**src/rtl/osc_trim_pkg.sv**
```systemverilog
package osc_trim_pkg;

    localparam int TRIM_WIDTH  = 8;
    localparam int COUNT_WIDTH = 24;
    localparam int STEP_SHIFT  = 9;   // one step ~ 1/512 of nominal
    localparam int ITER_LIMIT  = 8;
    localparam int SYNC_STAGES = 2;

    typedef enum logic [1:0] {
        CAL_IDLE   = 2'd0,
        CAL_ARM    = 2'd1,
        CAL_COUNT  = 2'd2,
        CAL_ADJUST = 2'd3
    } cal_state_e;

    // Rounded step magnitude plus its direction
    typedef struct packed {
        logic        lower;   // 1: subtract from the code (clock slow)
        logic [15:0] mag;
    } trim_step_t;

    function automatic logic [15:0] sat_mag(input logic [63:0] q, input int width);
        logic [15:0] lim;
        lim = 16'((64'd1 << width) - 64'd1);
        return (q > 64'(lim)) ? lim : q[15:0];
    endfunction

endpackage

```
**src/rtl/ref_edge_sync.sv**
```systemverilog
module ref_edge_sync #(
    parameter int STAGES = osc_trim_pkg::SYNC_STAGES
) (
    input  logic clk,
    input  logic rst,
    input  logic async_in,
    output logic level,
    output logic rise
);
    localparam int LAST = STAGES - 1;

    logic [STAGES-1:0] chain_q;
    logic              hist_q;

    genvar g;
    generate
        for (g = 0; g < STAGES; g++) begin : g_stage
            if (g == 0) begin : g_first
                always_ff @(posedge clk) begin
                    if (rst) chain_q[0] <= 1'b0;
                    else     chain_q[0] <= async_in;
                end
            end else begin : g_rest
                always_ff @(posedge clk) begin
                    if (rst) chain_q[g] <= 1'b0;
                    else     chain_q[g] <= chain_q[g-1];
                end
            end
        end
    endgenerate

    always_ff @(posedge clk) begin
        if (rst) hist_q <= 1'b0;
        else     hist_q <= chain_q[LAST];
    end

    assign level = chain_q[LAST];
    assign rise  = chain_q[LAST] & ~hist_q;
endmodule

```
**src/rtl/pulse_width_counter.sv**
```systemverilog
module pulse_width_counter #(
    parameter int CNT_W = osc_trim_pkg::COUNT_WIDTH
) (
    input  logic           clk,
    input  logic           rst,
    input  logic           load_one,
    input  logic           advance,
    input  logic [CNT_W:0] ceiling,
    output logic [CNT_W:0] count
);
    logic [CNT_W:0] count_q;

    always_ff @(posedge clk) begin
        if (rst) begin
            count_q <= '0;
        end else if (load_one) begin
            count_q <= {{CNT_W{1'b0}}, 1'b1};
        end else if (advance) begin
            if (count_q >= ceiling) count_q <= ceiling;
            else                    count_q <= count_q + 1'b1;
        end
    end

    assign count = count_q;
endmodule

```
**src/rtl/trim_step_calc.sv**
```systemverilog
module trim_step_calc #(
    parameter int CNT_W  = osc_trim_pkg::COUNT_WIDTH,
    parameter int SHIFT  = osc_trim_pkg::STEP_SHIFT,
    parameter int STEP_W = osc_trim_pkg::STEP_SHIFT + 2
) (
    input  logic [CNT_W:0]      measured,
    input  logic [CNT_W-1:0]    nominal,
    output osc_trim_pkg::trim_step_t step
);
    localparam int NUM_W = CNT_W + SHIFT + 2;

    logic [CNT_W:0]   nominal_x;
    logic [CNT_W:0]   diff_abs;
    logic             slow;
    logic [NUM_W-1:0] numer;
    logic [NUM_W-1:0] quot;

    always_comb begin
        nominal_x = {1'b0, nominal};
        slow      = measured < nominal_x;
        diff_abs  = slow ? (nominal_x - measured) : (measured - nominal_x);
        numer     = (NUM_W'(diff_abs) << SHIFT) + NUM_W'(nominal >> 1);
        quot      = (nominal == '0) ? '0 : numer / NUM_W'(nominal);
        step.lower = slow;
        step.mag   = osc_trim_pkg::sat_mag(64'(quot), STEP_W);
    end
endmodule

```
**src/rtl/osc_trim_cal.sv**
```systemverilog
module osc_trim_cal
    import osc_trim_pkg::*;
#(
    parameter int TRIM_W   = TRIM_WIDTH,
    parameter int CNT_W    = COUNT_WIDTH,
    parameter int MAX_ITER = ITER_LIMIT
) (
    input  logic              clk,
    input  logic              rst,
    input  logic              start,
    input  logic              ref_pulse,
    input  logic [CNT_W-1:0]  expected_count,
    output logic [TRIM_W-1:0] trim,
    output logic              busy,
    output logic              done,
    output logic              failed
);
    localparam int STEP_W = STEP_SHIFT + 2;
    localparam int SUM_W  = ((TRIM_W > STEP_W) ? TRIM_W : STEP_W) + 2;
    localparam int ITER_W = $clog2(MAX_ITER + 1);
    localparam logic [TRIM_W-1:0] TRIM_MID = {1'b1, {(TRIM_W-1){1'b0}}};
    localparam logic [TRIM_W-1:0] TRIM_TOP = {TRIM_W{1'b1}};

    cal_state_e        state_q;
    logic [TRIM_W-1:0] trim_q;
    logic [ITER_W-1:0] iter_q;
    logic              done_q, failed_q;

    logic              ref_level, ref_rise;
    logic [CNT_W:0]    width_cnt;
    trim_step_t        step;

    logic signed [SUM_W-1:0] code_s, step_s, next_s, top_s;
    logic                    below, above, last_iter;

    ref_edge_sync #(.STAGES(SYNC_STAGES)) sync_i (
        .clk      (clk),
        .rst      (rst),
        .async_in (ref_pulse),
        .level    (ref_level),
        .rise     (ref_rise)
    );

    pulse_width_counter #(.CNT_W(CNT_W)) width_i (
        .clk      (clk),
        .rst      (rst),
        .load_one (state_q == CAL_ARM && ref_rise),
        .advance  (state_q == CAL_COUNT && ref_level),
        .ceiling  ({expected_count, 1'b0}),
        .count    (width_cnt)
    );

    trim_step_calc #(.CNT_W(CNT_W), .SHIFT(STEP_SHIFT), .STEP_W(STEP_W)) calc_i (
        .measured (width_cnt),
        .nominal  (expected_count),
        .step     (step)
    );

    always_comb begin
        code_s    = $signed({{(SUM_W-TRIM_W){1'b0}}, trim_q});
        step_s    = $signed({{(SUM_W-STEP_W){1'b0}}, step.mag[STEP_W-1:0]});
        top_s     = $signed({{(SUM_W-TRIM_W){1'b0}}, TRIM_TOP});
        next_s    = step.lower ? (code_s - step_s) : (code_s + step_s);
        below     = next_s < 0;
        above     = next_s > top_s;
        last_iter = (iter_q == ITER_W'(MAX_ITER - 1));
    end

    always_ff @(posedge clk) begin
        if (rst) begin
            state_q  <= CAL_IDLE;
            trim_q   <= TRIM_MID;
            iter_q   <= '0;
            done_q   <= 1'b0;
            failed_q <= 1'b0;
        end else begin
            unique case (state_q)
                CAL_IDLE: begin
                    if (start) begin
                        state_q  <= CAL_ARM;
                        iter_q   <= '0;
                        done_q   <= 1'b0;
                        failed_q <= 1'b0;
                    end
                end
                CAL_ARM: begin
                    if (ref_rise) state_q <= CAL_COUNT;
                end
                CAL_COUNT: begin
                    if (!ref_level) state_q <= CAL_ADJUST;
                end
                CAL_ADJUST: begin
                    if (step.mag == '0) begin
                        done_q  <= 1'b1;
                        state_q <= CAL_IDLE;
                    end else if (below) begin
                        trim_q   <= '0;
                        failed_q <= 1'b1;
                        state_q  <= CAL_IDLE;
                    end else if (above) begin
                        trim_q   <= TRIM_TOP;
                        failed_q <= 1'b1;
                        state_q  <= CAL_IDLE;
                    end else begin
                        trim_q <= next_s[TRIM_W-1:0];
                        if (last_iter) begin
                            done_q  <= 1'b1;
                            state_q <= CAL_IDLE;
                        end else begin
                            iter_q  <= iter_q + 1'b1;
                            state_q <= CAL_ARM;
                        end
                    end
                end
                default: state_q <= CAL_IDLE;
            endcase
        end
    end

    assign trim   = trim_q;
    assign busy   = (state_q != CAL_IDLE);
    assign done   = done_q;
    assign failed = failed_q;
endmodule

```
**config.mk**
```make
export PLATFORM = sky130hd
export DESIGN_NAME = osc_trim_cal
export DESIGN_NICKNAME = d
export VERILOG_FILES = /design/src/rtl/osc_trim_pkg.sv /design/src/rtl/ref_edge_sync.sv /design/src/rtl/pulse_width_counter.sv /design/src/rtl/trim_step_calc.sv /design/src/rtl/osc_trim_cal.sv
export SDC_FILE = /design/constraint.sdc
export NUM_CORES = 2
export LEC_CHECK = 0
export BUFFER_PORTS_ARGS = -buffer_cell sky130_fd_sc_hd__buf_2
export CAP_MARGIN = 5
export CORE_ASPECT_RATIO = 1.2
export CORE_UTILIZATION = 30
export DETAILED_ROUTE_END_ITERATION = 8
export PLACE_DENSITY_LB_ADDON = 0.08
export SKIP_LAST_GASP = 1
export SLEW_MARGIN = 20
export SYNTH_ARGS = -nofsm -noshare
export SYNTH_HDL_FRONTEND = slang
export SYNTH_HIERARCHICAL = 1
export SYNTH_SLANG_ARGS = --single-unit
```
**constraint.sdc**
```tcl
create_clock -name clk -period 145.7 [get_ports clk]
set_input_delay 14.57 -clock clk [delete_from_list [all_inputs] [get_ports clk]]
set_output_delay 14.57 -clock clk [all_outputs]
set_load 0.01 [all_outputs]
```
Word level (Yosys, flattened, before mapping)
Cells that the tools add are included.
W data, S select, Z words.

word-level totals
  input bits = 28
  register bits after elaboration = 44

cells by class
  $lt $le $gt $ge = 5
  equal/unequal tests = 15
  add/subtract/negate cells = 7
  div/mod/pow operators = 1
  reductions and logical operators = 14
  multiplexer cells = 33
  bitwise operators = 3

operator list
  kind                     number
  $mux W25                 2
  $add A34 B23 Y35         1
  $div A35 B24 Y35         1
  $gt A35 B11 Y1 const B   1
  $mux W35                 1
  $add A25 B1 Y25 const B  1
  $ge A25 B25 Y1           1
  $lt A25 B24 Y1           1
  $sub A24 B25 Y25         1
  $sub A25 B24 Y25         1
  $logic_not A24 Y1        1
  $mux W4                  5
  $logic_not A16 Y1        1
  $mux W16                 1
  $mux W8                  2
  $mux W1                  14
  $ne A2 B2 Y1 const B     7
  $gt A13 B9 Y1 const B    1
  $lt A13 B1 Y1 const B    1
  $mux W13                 1
  $add A8 B11 Y12          1
  $ne A3 B3 Y1 const B     4
  $sub A8 B11 Y12          1
  $pmux W2 S4              1
  18 further kinds         26

Logic depth before layout (Yosys ltp)
  word-level depth = 14
  mapped depth = 530
  mapped depth without buffers = 486

By module
Netlist, hierarchy kept.

by module, submodules not included
  module               seq. area each (µm²)  instances  area each (µm²)  cells each
  trim_step_calc       0.0                   1          33935.0          4873
  pulse_width_counter  500.5                 1          2541.2           317
  osc_trim_cal         320.3                 1          1794.2           238
  ref_edge_sync        60.1                  1          87.6             7

Worst setup path after synthesis
Ideal clock, no wire load.

  path type = input -> register
  from = input expected_count[2]
  to = register trim_q[1], in the netlist trim[1]
  cell stages on the path = 499
  setup slack = 28.997 ns
  data arrival time = 116.576 ns
  required time = 145.573 ns
  cells stage by stage = inv_1 ha_1 o21a_1 o31ai_1 a211o_1 a21oi_4 or2_4 buf_2 buf_2 buf_1 mux2i_1 xor2_1 ha_1 a211oi_1 o21ai_0 a311o_1 a211o_1 nor4b_4 (+463 left out) nand2_1 nand3_1 nor4b_1 nand2_1 a21oi_1 o2111a_1 a31oi_1 ha_1 fa_1 nand2b_4 a221oi_2 a211oi_2 a22oi_1 mux2i_2 o2111ai_2 buf_4 a2111oi_2 nor3_1

RTL lines
  element               line                 text
  start, declared       osc_trim_cal.sv:12   input logic [CNT_W-1:0] expected_count,
  end signal, assigned  osc_trim_cal.sv:105  trim_q <= next_s[TRIM_W-1:0];
  end, declared         osc_trim_cal.sv:25   logic [TRIM_W-1:0] trim_q;

==> flow_summary.ini <==
[synth]
synth_cell_type_count = 137
synth_edf_count = 0
asyncSetResetFlopFracSynth_pct = 0
mappedNetlistArea_mm2 = 0.0384
yosysSeqAreaShare_pct = 2.30
mapped_avg_cell_area_um2 = 7.06
synth_warnings = 6
most_frequently_used_flop_master_after_synthesis = dfxtp_1
yosys_register_bits = 44
synth_cells = 5435

[detailed_routing]
drtPass1Iterations = 8
avgRoutedWirePerCell_um = 23.5
drcViolationCount = 24
final_antenna_net_count = 0
detailroute.via_count = 41300
viasPerCell = 5.84
met2_wirelength_um = 82500
drtIter0Drc = 2519
top_layer_used = met4
route.layer.met1.wl_um = 69200
wl_um = 166000
wl_met3_um = 5680

[critical_path]
worst-r2r-cell-count = 464
cpMostUsedCell = o21a_1
worstSetupStartpoint = expected_count[22]
rr_endpoint = state_q[0]$_SDFFE_PP0P_
cp-endpoint = state_q[0]$_SDFFE_PP0P_
r2r_setup_slack_ns = 25.36
cpMaxStageDelayCell = o31ai_1
worstPathRequired_ns = 145.99
worst_path_largest_cell_delay_ns = 0.94
cp.arrival_ns = 134.58
worst_setup_path_start_kind = input pin
worst-setup-path-type = in -> reg
critical_path_peak_fanout = 42
r2r_start = width_i/count[19]$_SDFFE_PP0P_
crit_path_end_kind = flip-flop

[sta]
final.setup.tns_ns = 0
setup_violations = 0
final.min_clock_period_ns = 134.29
finalClockSkew_ns = 0.00658
max_freq_mhz = 7.45
rsz0062_at_grt = false
hold_viol = 0
slew_violations = 0
layout_worst_path_cycle_share_pct = 92.2
slew-limit-headroom_pct = 22.3
worst_slew_pin_slew_ns = 1.16

[clock_tree]
holdBufCountCts = 0
cts.repair_timing.setup_buffer_count = 0
cts.reportedPaths.clkPinSlew_ns = 0.08
clock-sinks = 44
clock_latency_ns = 0.36
cts_repair_resize_count = 0
cts_tree = yes
clock_tree.root_cell = clkbuf_16
max-clock-path-buffers = 2
tritoncts_buffers = 5
h-tree-depth = 2

[global_route]
overflow = 0
grt_pass1_wl_um = 249000
grtUsageTotal_pct = 25.0
maximum_number_of_pins_on_one_net_before_global_route_repair = 51
antenna_found_initial = 4
number_of_global_route_vias_before_repair = 40600

[die]
chip_height_um = 394
die_area_mm2 = 0.129
die_w_um = 328
initial_utilization_pct = 30.3
rows = 143
floorplan.core_area_mm2 = 0.127
top_level_ports = 39

[placed_design]
detailedPlacementHpwl_um = 135000
place.port_buffers = 38
gp_congestion = 0.978

[outcome]
status = finished with violations
failed_checks = DRC

[layout]
layout_commonest_cell = ha_1
post_route_cells_drive_above_1_share_pct = 8.18
layout.cells.most_common_list = ha_1, nor2_1, nand2_1
area.growth.synth_to_final_pct = 5.74
finish.net_count = 6099
nFillCells = 14000

[worst_hold_path]
worst_hold_path_type = reg -> reg

[run]
timing.max_cap.violations = 0
## state kept, by name, summed over array words and instances (netlist names), 2 cells and up
signal         cells
state_q            2
width_i/count     25
iter_q             4
trim               8
## synthesized netlist by cell type (all sizes together) (44+ instances only)
| cell type | number | area [um2] |
|---|---|---|
| and2 | 84 | 527 |
| nor3 | 272 | 1410 |
| nand3 | 135 | 688 |
| nor2b | 71 | 449 |
| nand2 | 481 | 1810 |
| a31oi | 50 | 319 |
| buf | 71 | 419 |
| or3 | 54 | 339 |
| nand2b | 58 | 385 |
| dfxtp | 44 | 881 |
| or2 | 49 | 309 |
| nand4 | 71 | 463 |
| xor2 | 115 | 1010 |
| and3 | 66 | 414 |
| ha | 676 | 8460 |
| mux2 | 163 | 1840 |
| o31ai | 119 | 903 |
| o21a | 224 | 1680 |
| inv | 231 | 867 |
| mux2i | 47 | 474 |
| xnor2 | 230 | 2020 |
| a21o | 166 | 1250 |
| o211ai | 71 | 552 |
| nor2 | 485 | 1820 |
| clkbuf | 88 | 350 |
| nor4 | 46 | 348 |
| a21oi | 424 | 2140 |
| o21ai | 348 | 1760 |
## how the worst min path moves through the flow
stage                                       from                       to  slack (ns)  cells past startpoint
floorplan           sync_i/chain_q[0]$_SDFF_PP0_  sync_i/level$_SDFF_PP0_        0.41                      1
global placement             failed$_SDFFE_PP0P_      failed$_SDFFE_PP0P_        0.43                      2
detailed placement           failed$_SDFFE_PP0P_      failed$_SDFFE_PP0P_        0.44                      2
CTS                          failed$_SDFFE_PP0P_      failed$_SDFFE_PP0P_        0.45                      2
global route                 failed$_SDFFE_PP0P_      failed$_SDFFE_PP0P_        0.50                      2
finish                       failed$_SDFFE_PP0P_      failed$_SDFFE_PP0P_        0.44                      2
## stage by stage
stage / hold slack (ns) / cell area [um2] / instances / setup slack, ns / util [%]
finish: 0.445 / 40600 / 7059 / 11.41 / 32.0
global placement: 0.427 / 40400 / 7050 / 13.63 / 31.9
floorplan: 0.414 / 38400 / 5440 / 29.00 / -
detailed placement: 0.440 / 40400 / 7050 / 11.99 / 31.9
CTS: 0.452 / 40600 / 7058 / 11.95 / 32.0
global route: 0.502 / 40600 / 7058 / 1.69 / 32.0
## worst max-delay path, delay by kind of cell
family	cells	cell delay, ns
xor gates and xnor gates	1	0.41
and+or+nand+nor	109	25.33
AOI/OAI and AO/OA	281	70.91
muxes	10	3.23
adders and majority gates	39	13.13
buffers and inverters	25	6.63
## area by class of cell
type | instances | area (um2) | area share (%)
clock buffer | 5 | 125 | 0.308
sequential | 44 | 881 | 2.17
timing repair buffer | 107 | 708 | 1.75
tap | 1667 | 2090 | 5.14
antenna | 1 | 2.50 | 0.00617
multi-input combinational | 4999 | 35900 | 88.4
inverter | 233 | 875 | 2.16
clock inverter | 3 | 18.8 | 0.0463
## routing by layer
| layer | up-vias | GRT usage, % |
|---|---|---|
| li1 | 20400 | - |
| met1 | 19600 | 29.4 |
| met2 | 948 | 45.3 |
| met3 | 294 | 1.94 |
| met4 | 0 | 11.8 |
| met5 | - | 0 |
## cells by family (layout without fill, tap and decap cells)
family,count (synthesis),in the layout,share of synthesized area [%]
AOI/OAI and AO/OA,1790,1790,31.5
xor gates and xnor gates,345,345,7.90
adders and majority gates,682,682,22.3
buffers and inverters,397,348,4.41
DFF,44,44,2.30
muxes,210,210,6.04
other,2,8,0.0196
and+or+nand+nor,1965,1965,25.5
Power is left out: the tool's default activity adds up to more than one toggle a clock period on the data nets, which glitch-free logic cannot reach.
